$ cat config.mk
export PLATFORM = sky130hd
export DESIGN_NAME = l0_filter_icache
export DESIGN_NICKNAME = d
export VERILOG_FILES = /design/src/rtl/l0fc_pkg.sv /design/src/rtl/l0fc_tag_store.sv /design/src/rtl/l0fc_data_store.sv /design/src/rtl/l0fc_ctrl.sv /design/src/rtl/l0_filter_icache.sv
export SDC_FILE = /design/constraint.sdc
export NUM_CORES = 2
export LEC_CHECK = 0
export BUFFER_PORTS_ARGS = -buffer_cell sky130_fd_sc_hd__buf_2
export CAP_MARGIN = 10
export CORE_MARGIN = 2
export CORE_UTILIZATION = 55
export CTS_CLUSTER_DIAMETER = 80
export DETAILED_ROUTE_END_ITERATION = 16
export GPL_ROUTABILITY_DRIVEN = 0
export PLACE_DENSITY = 0.82
export SLEW_MARGIN = 20
export SYNTH_ARGS = -nofsm -noshare
export SYNTH_HDL_FRONTEND = slang
export SYNTH_HIERARCHICAL = 1
export SYNTH_SLANG_ARGS = --single-unit
export TNS_END_PERCENT = 5
$ cat constraint.sdc
create_clock -name clk -period 6.8 [get_ports clk]
set_input_delay 0.68 -clock clk [delete_from_list [all_inputs] [get_ports clk]]
set_output_delay 0.68 -clock clk [all_outputs]
set_load 0.01 [all_outputs]
$ cat src/rtl/l0fc_pkg.sv
package l0fc_pkg;
  // Fetch sequencing phases
  typedef enum logic [1:0] {
    PH_IDLE = 2'd0,
    PH_PROBE = 2'd1,
    PH_FILL = 2'd2
  } l0fc_phase_e;

  localparam int unsigned INSTR_W = 32;
  localparam int unsigned INSTR_BYTES = INSTR_W / 8;
endpackage

$ cat src/rtl/l0fc_tag_store.sv
module l0fc_tag_store #(
  parameter int unsigned LINES = 32,
  parameter int unsigned IDX_W = 5,
  parameter int unsigned TAG_W = 4
) (
  input  logic             clk,
  input  logic             rst_n,
  input  logic [IDX_W-1:0] rd_idx,
  input  logic [TAG_W-1:0] rd_tag,
  output logic             rd_hit,
  input  logic             wr_en,
  input  logic [IDX_W-1:0] wr_idx,
  input  logic [TAG_W-1:0] wr_tag
);
  logic [LINES-1:0] vld_q;
  logic [LINES-1:0] vld_d;
  logic [TAG_W-1:0] tag_q [LINES];

  always_comb begin
    vld_d = vld_q;
    if (wr_en) vld_d[wr_idx] = 1'b1;
  end

  always_ff @(posedge clk or negedge rst_n) begin
    if (!rst_n) vld_q <= '0;
    else        vld_q <= vld_d;
  end

  for (genvar g = 0; g < LINES; g++) begin : g_tag
    logic sel_w;
    assign sel_w = wr_en && (wr_idx == IDX_W'(g));
    always_ff @(posedge clk) begin
      if (sel_w) tag_q[g] <= wr_tag;
    end
  end

  assign rd_hit = vld_q[rd_idx] && (tag_q[rd_idx] == rd_tag);

  // After a fill the written line is valid
  assert_fill_marks_valid_R3: assert property (@(posedge clk) disable iff (!rst_n)
    wr_en |=> vld_q[$past(wr_idx)]);

  // Reading back the tag just written hits
  assert_fill_then_hit_R3: assert property (@(posedge clk) disable iff (!rst_n)
    (wr_en && wr_idx == rd_idx && wr_tag == rd_tag) |=>
      ($stable(rd_idx) && $stable(rd_tag)) ? rd_hit : 1'b1);
endmodule

$ cat src/rtl/l0fc_data_store.sv
module l0fc_data_store #(
  parameter int unsigned LINES = 32,
  parameter int unsigned IDX_W = 5,
  parameter int unsigned LINE_W = 64
) (
  input  logic              clk,
  input  logic [IDX_W-1:0]  rd_idx,
  output logic [LINE_W-1:0] rd_line,
  input  logic              wr_en,
  input  logic [IDX_W-1:0]  wr_idx,
  input  logic [LINE_W-1:0] wr_line
);
  logic [LINE_W-1:0] line_q [LINES];

  // Data lines carry no reset; validity lives in the tag store
  for (genvar g = 0; g < LINES; g++) begin : g_line
    logic sel_w;
    assign sel_w = wr_en && (wr_idx == IDX_W'(g));
    always_ff @(posedge clk) begin
      if (sel_w) line_q[g] <= wr_line;
    end
  end

  assign rd_line = line_q[rd_idx];
endmodule

$ cat src/rtl/l0fc_ctrl.sv
module l0fc_ctrl
  import l0fc_pkg::*;
(
  input  logic clk,
  input  logic rst_n,
  input  logic req_valid,
  input  logic req_use_l0,
  output logic req_ready,
  output logic accept,
  input  logic hit,
  input  logic fill_rsp_valid,
  output logic fill_req_valid,
  output logic rsp_hit,
  output logic rsp_fill,
  output logic line_wr,
  output logic steer_q
);
  l0fc_phase_e phase_q, phase_d;
  logic steer_d;

  always_comb begin
    phase_d        = phase_q;
    steer_d        = steer_q;
    req_ready      = 1'b0;
    accept         = 1'b0;
    fill_req_valid = 1'b0;
    rsp_hit        = 1'b0;
    rsp_fill       = 1'b0;
    line_wr        = 1'b0;
    unique case (phase_q)
      PH_IDLE: begin
        req_ready = 1'b1;
        if (req_valid) begin
          accept  = 1'b1;
          steer_d = req_use_l0;
          phase_d = PH_PROBE;
        end
      end
      PH_PROBE: begin
        if (steer_q && hit) begin
          rsp_hit = 1'b1;
          phase_d = PH_IDLE;
        end else begin
          fill_req_valid = 1'b1;
          phase_d        = PH_FILL;
        end
      end
      PH_FILL: begin
        if (fill_rsp_valid) begin
          rsp_fill = 1'b1;
          line_wr  = steer_q;
          phase_d  = PH_IDLE;
        end
      end
      default: phase_d = PH_IDLE;
    endcase
  end

  always_ff @(posedge clk or negedge rst_n) begin
    if (!rst_n) begin
      phase_q <= PH_IDLE;
      steer_q <= 1'b0;
    end else begin
      phase_q <= phase_d;
      if (accept) steer_q <= steer_d;
    end
  end

  assert_single_phase_R8: assert property (@(posedge clk) disable iff (!rst_n)
    $onehot0({req_ready, rsp_hit | rsp_fill, fill_req_valid}));

  assert_bypass_to_backing_R5: assert property (@(posedge clk) disable iff (!rst_n)
    (accept && !req_use_l0) |=> fill_req_valid);
endmodule

$ cat src/rtl/l0_filter_icache.sv
module l0_filter_icache
  import l0fc_pkg::*;
#(
  parameter int unsigned ADDR_W     = 12,
  parameter int unsigned CAP_BYTES  = 256,
  parameter int unsigned LINE_BYTES = 8,
  localparam int unsigned LOFF_W    = $clog2(LINE_BYTES),
  localparam int unsigned LINE_W    = 8 * LINE_BYTES
) (
  input  logic                     clk,
  input  logic                     rst_n,
  input  logic                     req_valid,
  output logic                     req_ready,
  input  logic [ADDR_W-1:0]        req_addr,
  input  logic                     req_use_l0,
  output logic                     rsp_valid,
  output logic [INSTR_W-1:0]       rsp_instr,
  output logic                     fill_req_valid,
  output logic [ADDR_W-LOFF_W-1:0] fill_req_addr,
  input  logic                     fill_rsp_valid,
  input  logic [LINE_W-1:0]        fill_rsp_line
);
  localparam int unsigned LINES  = CAP_BYTES / LINE_BYTES;
  localparam int unsigned WORDS  = LINE_BYTES / INSTR_BYTES;
  localparam int unsigned WOFF_W = LOFF_W - 2;
  localparam int unsigned IDX_W  = $clog2(LINES);
  localparam int unsigned TAG_W  = ADDR_W - IDX_W - LOFF_W;

  logic              accept, hit, rsp_hit, rsp_fill, line_wr, steer_q;
  logic [ADDR_W-3:0] waddr_q;
  logic [IDX_W-1:0]  idx;
  logic [TAG_W-1:0]  tag;
  logic [WOFF_W-1:0] woff;
  logic [LINE_W-1:0] arr_line;
  logic [INSTR_W-1:0] hit_word, fill_word;
  logic [1:0]        unused_byte_lsb;

  assign unused_byte_lsb = req_addr[1:0];

  // Captured word address of the fetch in flight
  always_ff @(posedge clk or negedge rst_n) begin
    if (!rst_n)      waddr_q <= '0;
    else if (accept) waddr_q <= req_addr[ADDR_W-1:2];
  end

  assign woff = waddr_q[WOFF_W-1:0];
  assign idx  = waddr_q[WOFF_W +: IDX_W];
  assign tag  = waddr_q[ADDR_W-3 -: TAG_W];

  l0fc_ctrl u_ctrl (
    .clk            (clk),
    .rst_n          (rst_n),
    .req_valid      (req_valid),
    .req_use_l0     (req_use_l0),
    .req_ready      (req_ready),
    .accept         (accept),
    .hit            (hit),
    .fill_rsp_valid (fill_rsp_valid),
    .fill_req_valid (fill_req_valid),
    .rsp_hit        (rsp_hit),
    .rsp_fill       (rsp_fill),
    .line_wr        (line_wr),
    .steer_q        (steer_q)
  );

  l0fc_tag_store #(.LINES(LINES), .IDX_W(IDX_W), .TAG_W(TAG_W)) u_tags (
    .clk    (clk),
    .rst_n  (rst_n),
    .rd_idx (idx),
    .rd_tag (tag),
    .rd_hit (hit),
    .wr_en  (line_wr),
    .wr_idx (idx),
    .wr_tag (tag)
  );

  l0fc_data_store #(.LINES(LINES), .IDX_W(IDX_W), .LINE_W(LINE_W)) u_data (
    .clk     (clk),
    .rd_idx  (idx),
    .rd_line (arr_line),
    .wr_en   (line_wr),
    .wr_idx  (idx),
    .wr_line (fill_rsp_line)
  );

  // Word select from either the array line or the incoming fill line
  always_comb begin
    hit_word  = '0;
    fill_word = '0;
    for (int w = 0; w < int'(WORDS); w++) begin
      if (woff == WOFF_W'(w)) begin
        hit_word  = arr_line[w*INSTR_W +: INSTR_W];
        fill_word = fill_rsp_line[w*INSTR_W +: INSTR_W];
      end
    end
  end

  assign rsp_valid     = rsp_hit | rsp_fill;
  assign rsp_instr     = rsp_fill ? fill_word : hit_word;
  assign fill_req_addr = waddr_q[ADDR_W-3 -: (ADDR_W-LOFF_W)];

  // A steered probe that hits answers at once and never goes to the backing cache
  assert_hit_no_fill_R2: assert property (@(posedge clk) disable iff (!rst_n)
    (steer_q && hit && !req_ready && !fill_rsp_valid && $past(accept)) |->
      (rsp_valid && !fill_req_valid));

  // A fill response after a request completes the fetch in that cycle
  assert_fill_forwards_R3: assert property (@(posedge clk) disable iff (!rst_n)
    (fill_req_valid ##1 fill_rsp_valid) |-> rsp_valid);

  // Bypassed fetches never write the array
  assert_bypass_no_write_R5: assert property (@(posedge clk) disable iff (!rst_n)
    (rsp_valid && !steer_q) |=> $stable(hit) || $changed(waddr_q) || $past(accept));
endmodule

==> key figures <==
Floorplanning
  • Die width: 399 µm
  • # rows: 144
  • Core Area: 154,000 µm²
  • Die area: 159,000 µm²
  • Ports: 125
  • Die Y: around 400 µm
  • Initial Utilization: 55.5%

Cells and area
  • Share of cells above drive strength 1: 33.2%
  • Final instance area: approximately 95,000 µm²
  • # fillers: 9,354
  • Fin util: 61.8%
  • Nets: 3,820
  • Area grow syn2layout: 11.4%
  • Non-filler instance count after layout: 5,959

STA
  • Slew Limit Headroom: between 10% and 20%
  • Hold slack final: 0.0743 ns
  • Sum of negative setup slack: 0 ns
  • Setup Skew: about 0.021 ns
  • RSZ-0062 raised after global routing: no
  • Fin crit share: approximately 81%
  • Final Setup Violations: 0
  • Hold Violations, Final: 0
  • Worst Tran Pin Value: 1.21 ns
  • Maximum clock frequency: 181 MHz
  • Post-layout min period: 5.52 ns
  • Slew Limit Fails: 0

Global route
  • Vias in the first global route: 43,000
  • Largest net degree at the start of global routing: 123
  • GRT Util Overall: 29.6%
  • Initial antenna violation count: 32
  • Total grt overflow: 0
  • First-pass GRT wire length: 326,000 µm

Place
  • Area after DPL: 89,100 µm²
  • Inst Count DP: 5,577
  • Number of buffers inserted by port buffering: 122
  • Post-DP HPWL: 106,000 µm

Synth
  • Flops & latches, synth: 2,221
  • Mapped Nets: roughly 3,600
  • Fraction of registers with async set/reset: 2.03%
  • Number of enable flip-flop cells after synthesis: 2,176
  • Sequential area share after synthesis: about 78%
  • Cell variety after synth: 43
  • Synth warn: 6
  • Post-Syn Instances: approximately 3,500
  • Synthesized area: 85,700 µm²
  • Mean Syn Cell Area: 24.3 µm²
  • Synth Flop Type: edfxtp_1

CTS
  • CTS tree: done
  • Hold-fix buffers, CTS: 1
  • CTS root buf: clkbuf_16
  • # Post-CTS Setup Buffers: 0
  • Worst-case clock buffer depth: 3
  • Post-CTS sizing: 0
  • H-Tree Depth: 4
  • Reg clk slew, reported paths: roughly 0.060 ns
  • Clk Latency, worst-skew pair: 0.85 ns
  • CTS buffer count: 201
  • Clock Sinks: 2,221

Outcome
  • Status: complete, no violations

Route
  • Routed Antenna Nets: 0
  • DRT Wirelength: 232,000 µm
  • Via/cell ratio: 7.11
  • Drt drc: 0
  • DR WL/cell: between 30 and 40 µm
  • Violation count after the first detailed-routing iteration: 7,044
  • TritonRoute pass-1 iters: 7
  • Routed vias: 42,400

Min path
  • WHS Path Cells: 2
  • Hold WC Path Type: in -> reg

Pwr
  • Maximum vdd drop: 0.440 mV
  • Leak pwr: approximately 30 nW
  • Power per Cell Area: between 400 and 500 nW/µm²

Worst setup path
  • Kind of end point of the critical path: output port
  • Reg2reg path depth: 5
  • Worst EP arrival: around 4.8 ns
  • Critical path class: reg -> out
  • Worst endpoint required time: 6.12 ns
  • Critical path peak fanout: 95
  • Worst Setup Start Kind: flop

Job
  • Max-cap violations: 0
cells by family after synthesis:
group,after synthesis,synth area share [%]
buffers and inverters,197,1.26
multiplexers,827,19.2
flip-flops,2221,77.6
XOR/XNOR,4,0.0409
AO/OA/AOI/OAI,99,0.815
AND/OR/NAND/NOR,172,1.05
worst max-delay path, stage by stage, from the launching register on:
cell	delay, ns
dfrtp_4	0.95
buf_12	0.63
mux4_2	0.64
mux4_2	0.49
mux2_2	0.32
mux4_2	0.52
buf_2	0.18
Yosys cell counts (3+ instances only):
library cell	count	area share (%)
a211oi_1	6	0.053
a21oi_1	14	0.082
a221oi_1	15	0.15
a22oi_1	27	0.24
and2_1	7	0.051
buf_1	17	0.074
buf_12	3	0.070
buf_2	52	0.30
buf_4	51	0.45
buf_6	5	0.066
clkbuf_1	68	0.30
dfrtp_1	45	1.3
edfxtp_1	2176	76
mux2_2	85	1.1
mux2i_1	94	1.1
mux4_1	3	0.092
mux4_2	644	17
nand2_1	9	0.039
nand2b_1	11	0.080
nand3_1	4	0.023
nand3b_1	6	0.053
nor2_1	70	0.31
nor2b_1	9	0.066
nor3_1	8	0.047
nor4_1	3	0.022
o211ai_1	3	0.026
o21ai_0	11	0.064
o221ai_1	4	0.041
o22ai_1	12	0.088
o2bb2ai_1	4	0.041
o31a_1	3	0.031
or2_2	34	0.25
or3b_2	3	0.031
xnor2_1	3	0.031
area by class of cell:
type | instances | area (µm²) | share of cell area [%]
Antenna cell | 15 | 37.5 | 0.0393
Clock buffer | 244 | 5260 | 5.50
Clock inverter | 120 | 1060 | 1.11
Inverter | 1 | 3.75 | 0.00393
Multi-Input combinational cell | 1102 | 18400 | 19.2
Sequential cell | 2221 | 66500 | 69.6
Tap cell | 2044 | 2560 | 2.68
Timing Repair Buffer | 212 | 1700 | 1.78
routing by layer:
layer | wire, µm | vias up | track usage, %
met4 | 10600 | 24 | 13.4
met1 | 74100 | 22100 | 38.2
met2 | 115000 | 3888 | 47.5
li1 | - | 15600 | -
met3 | 32300 | 711 | 7.85
met5 | 137 | - | 0
registers in the layout (all words and copies together) (netlist names):
name / flops
u_data/line_q: 2048
u_tags/tag_q: 128
u_tags/vld_q: 32
waddr_q: 10
u_ctrl/phase_q: 2
u_ctrl/steer_q: 1
final timing paths:
check | from | to | slack [ns]
setup / recovery | waddr_q[1] | rsp_instr[28] | 1.28
max in group asynchronous | rst_n | waddr_q[0] | 5.91
hold reg to reg | u_tags/vld_q[29] | u_tags/vld_q[29] | 0.46
min in group asynchronous | rst_n | u_tags/vld_q[22] | 0.41
hold / removal | req_addr[10] | waddr_q[8] | 0.07
setup reg to reg | waddr_q[3] | u_data/line_q[5][62] | 2.34
metrics by stage:
step,worst slack [ns],total power [mW]
2_1_floorplan,0.108,23.8
4_1_cts,1.22,38.3
6_report,1.28,38.2
5_1_grt,1.13,39.2
3_5_place_dp,2.18,26.9
3_3_place_gp,2.20,26.7
power breakdown:
part | internal (mW) | switching [mW]
clock | 6.07 | 5.04
combinational | 5.36 | 5.86
sequential | 15.4 | 0.491
cells in the final DEF (no fill, tap or decap), types with 7 or more instances in the layout:
master | Yosys | final
clkbuf_1 | 68 | 40
dfrtp_1 | 45 | 39
mux2i_1 | 94 | 94
clkbuf_16 | 0 | 204
buf_2 | 52 | 121
a221oi_1 | 15 | 15
or2_2 | 34 | 34
diode_2 | 0 | 15
nor2_4 | 0 | 25
edfxtp_1 | 2176 | 2176
a22oi_1 | 27 | 27
and2_1 | 7 | 7
nor2b_1 | 9 | 9
o22ai_1 | 12 | 12
mux2_2 | 85 | 85
a21oi_1 | 14 | 14
clkinv_1 | 0 | 48
clkinv_2 | 0 | 42
nand2b_1 | 11 | 11
mux4_2 | 644 | 644
o21ai_0 | 11 | 11
nor2_1 | 70 | 45
bufinv_16 | 0 | 15
buf_12 | 3 | 31
buf_4 | 51 | 57
nand2_1 | 9 | 9
No activity file was read; power rests on OpenSTA's default activity.
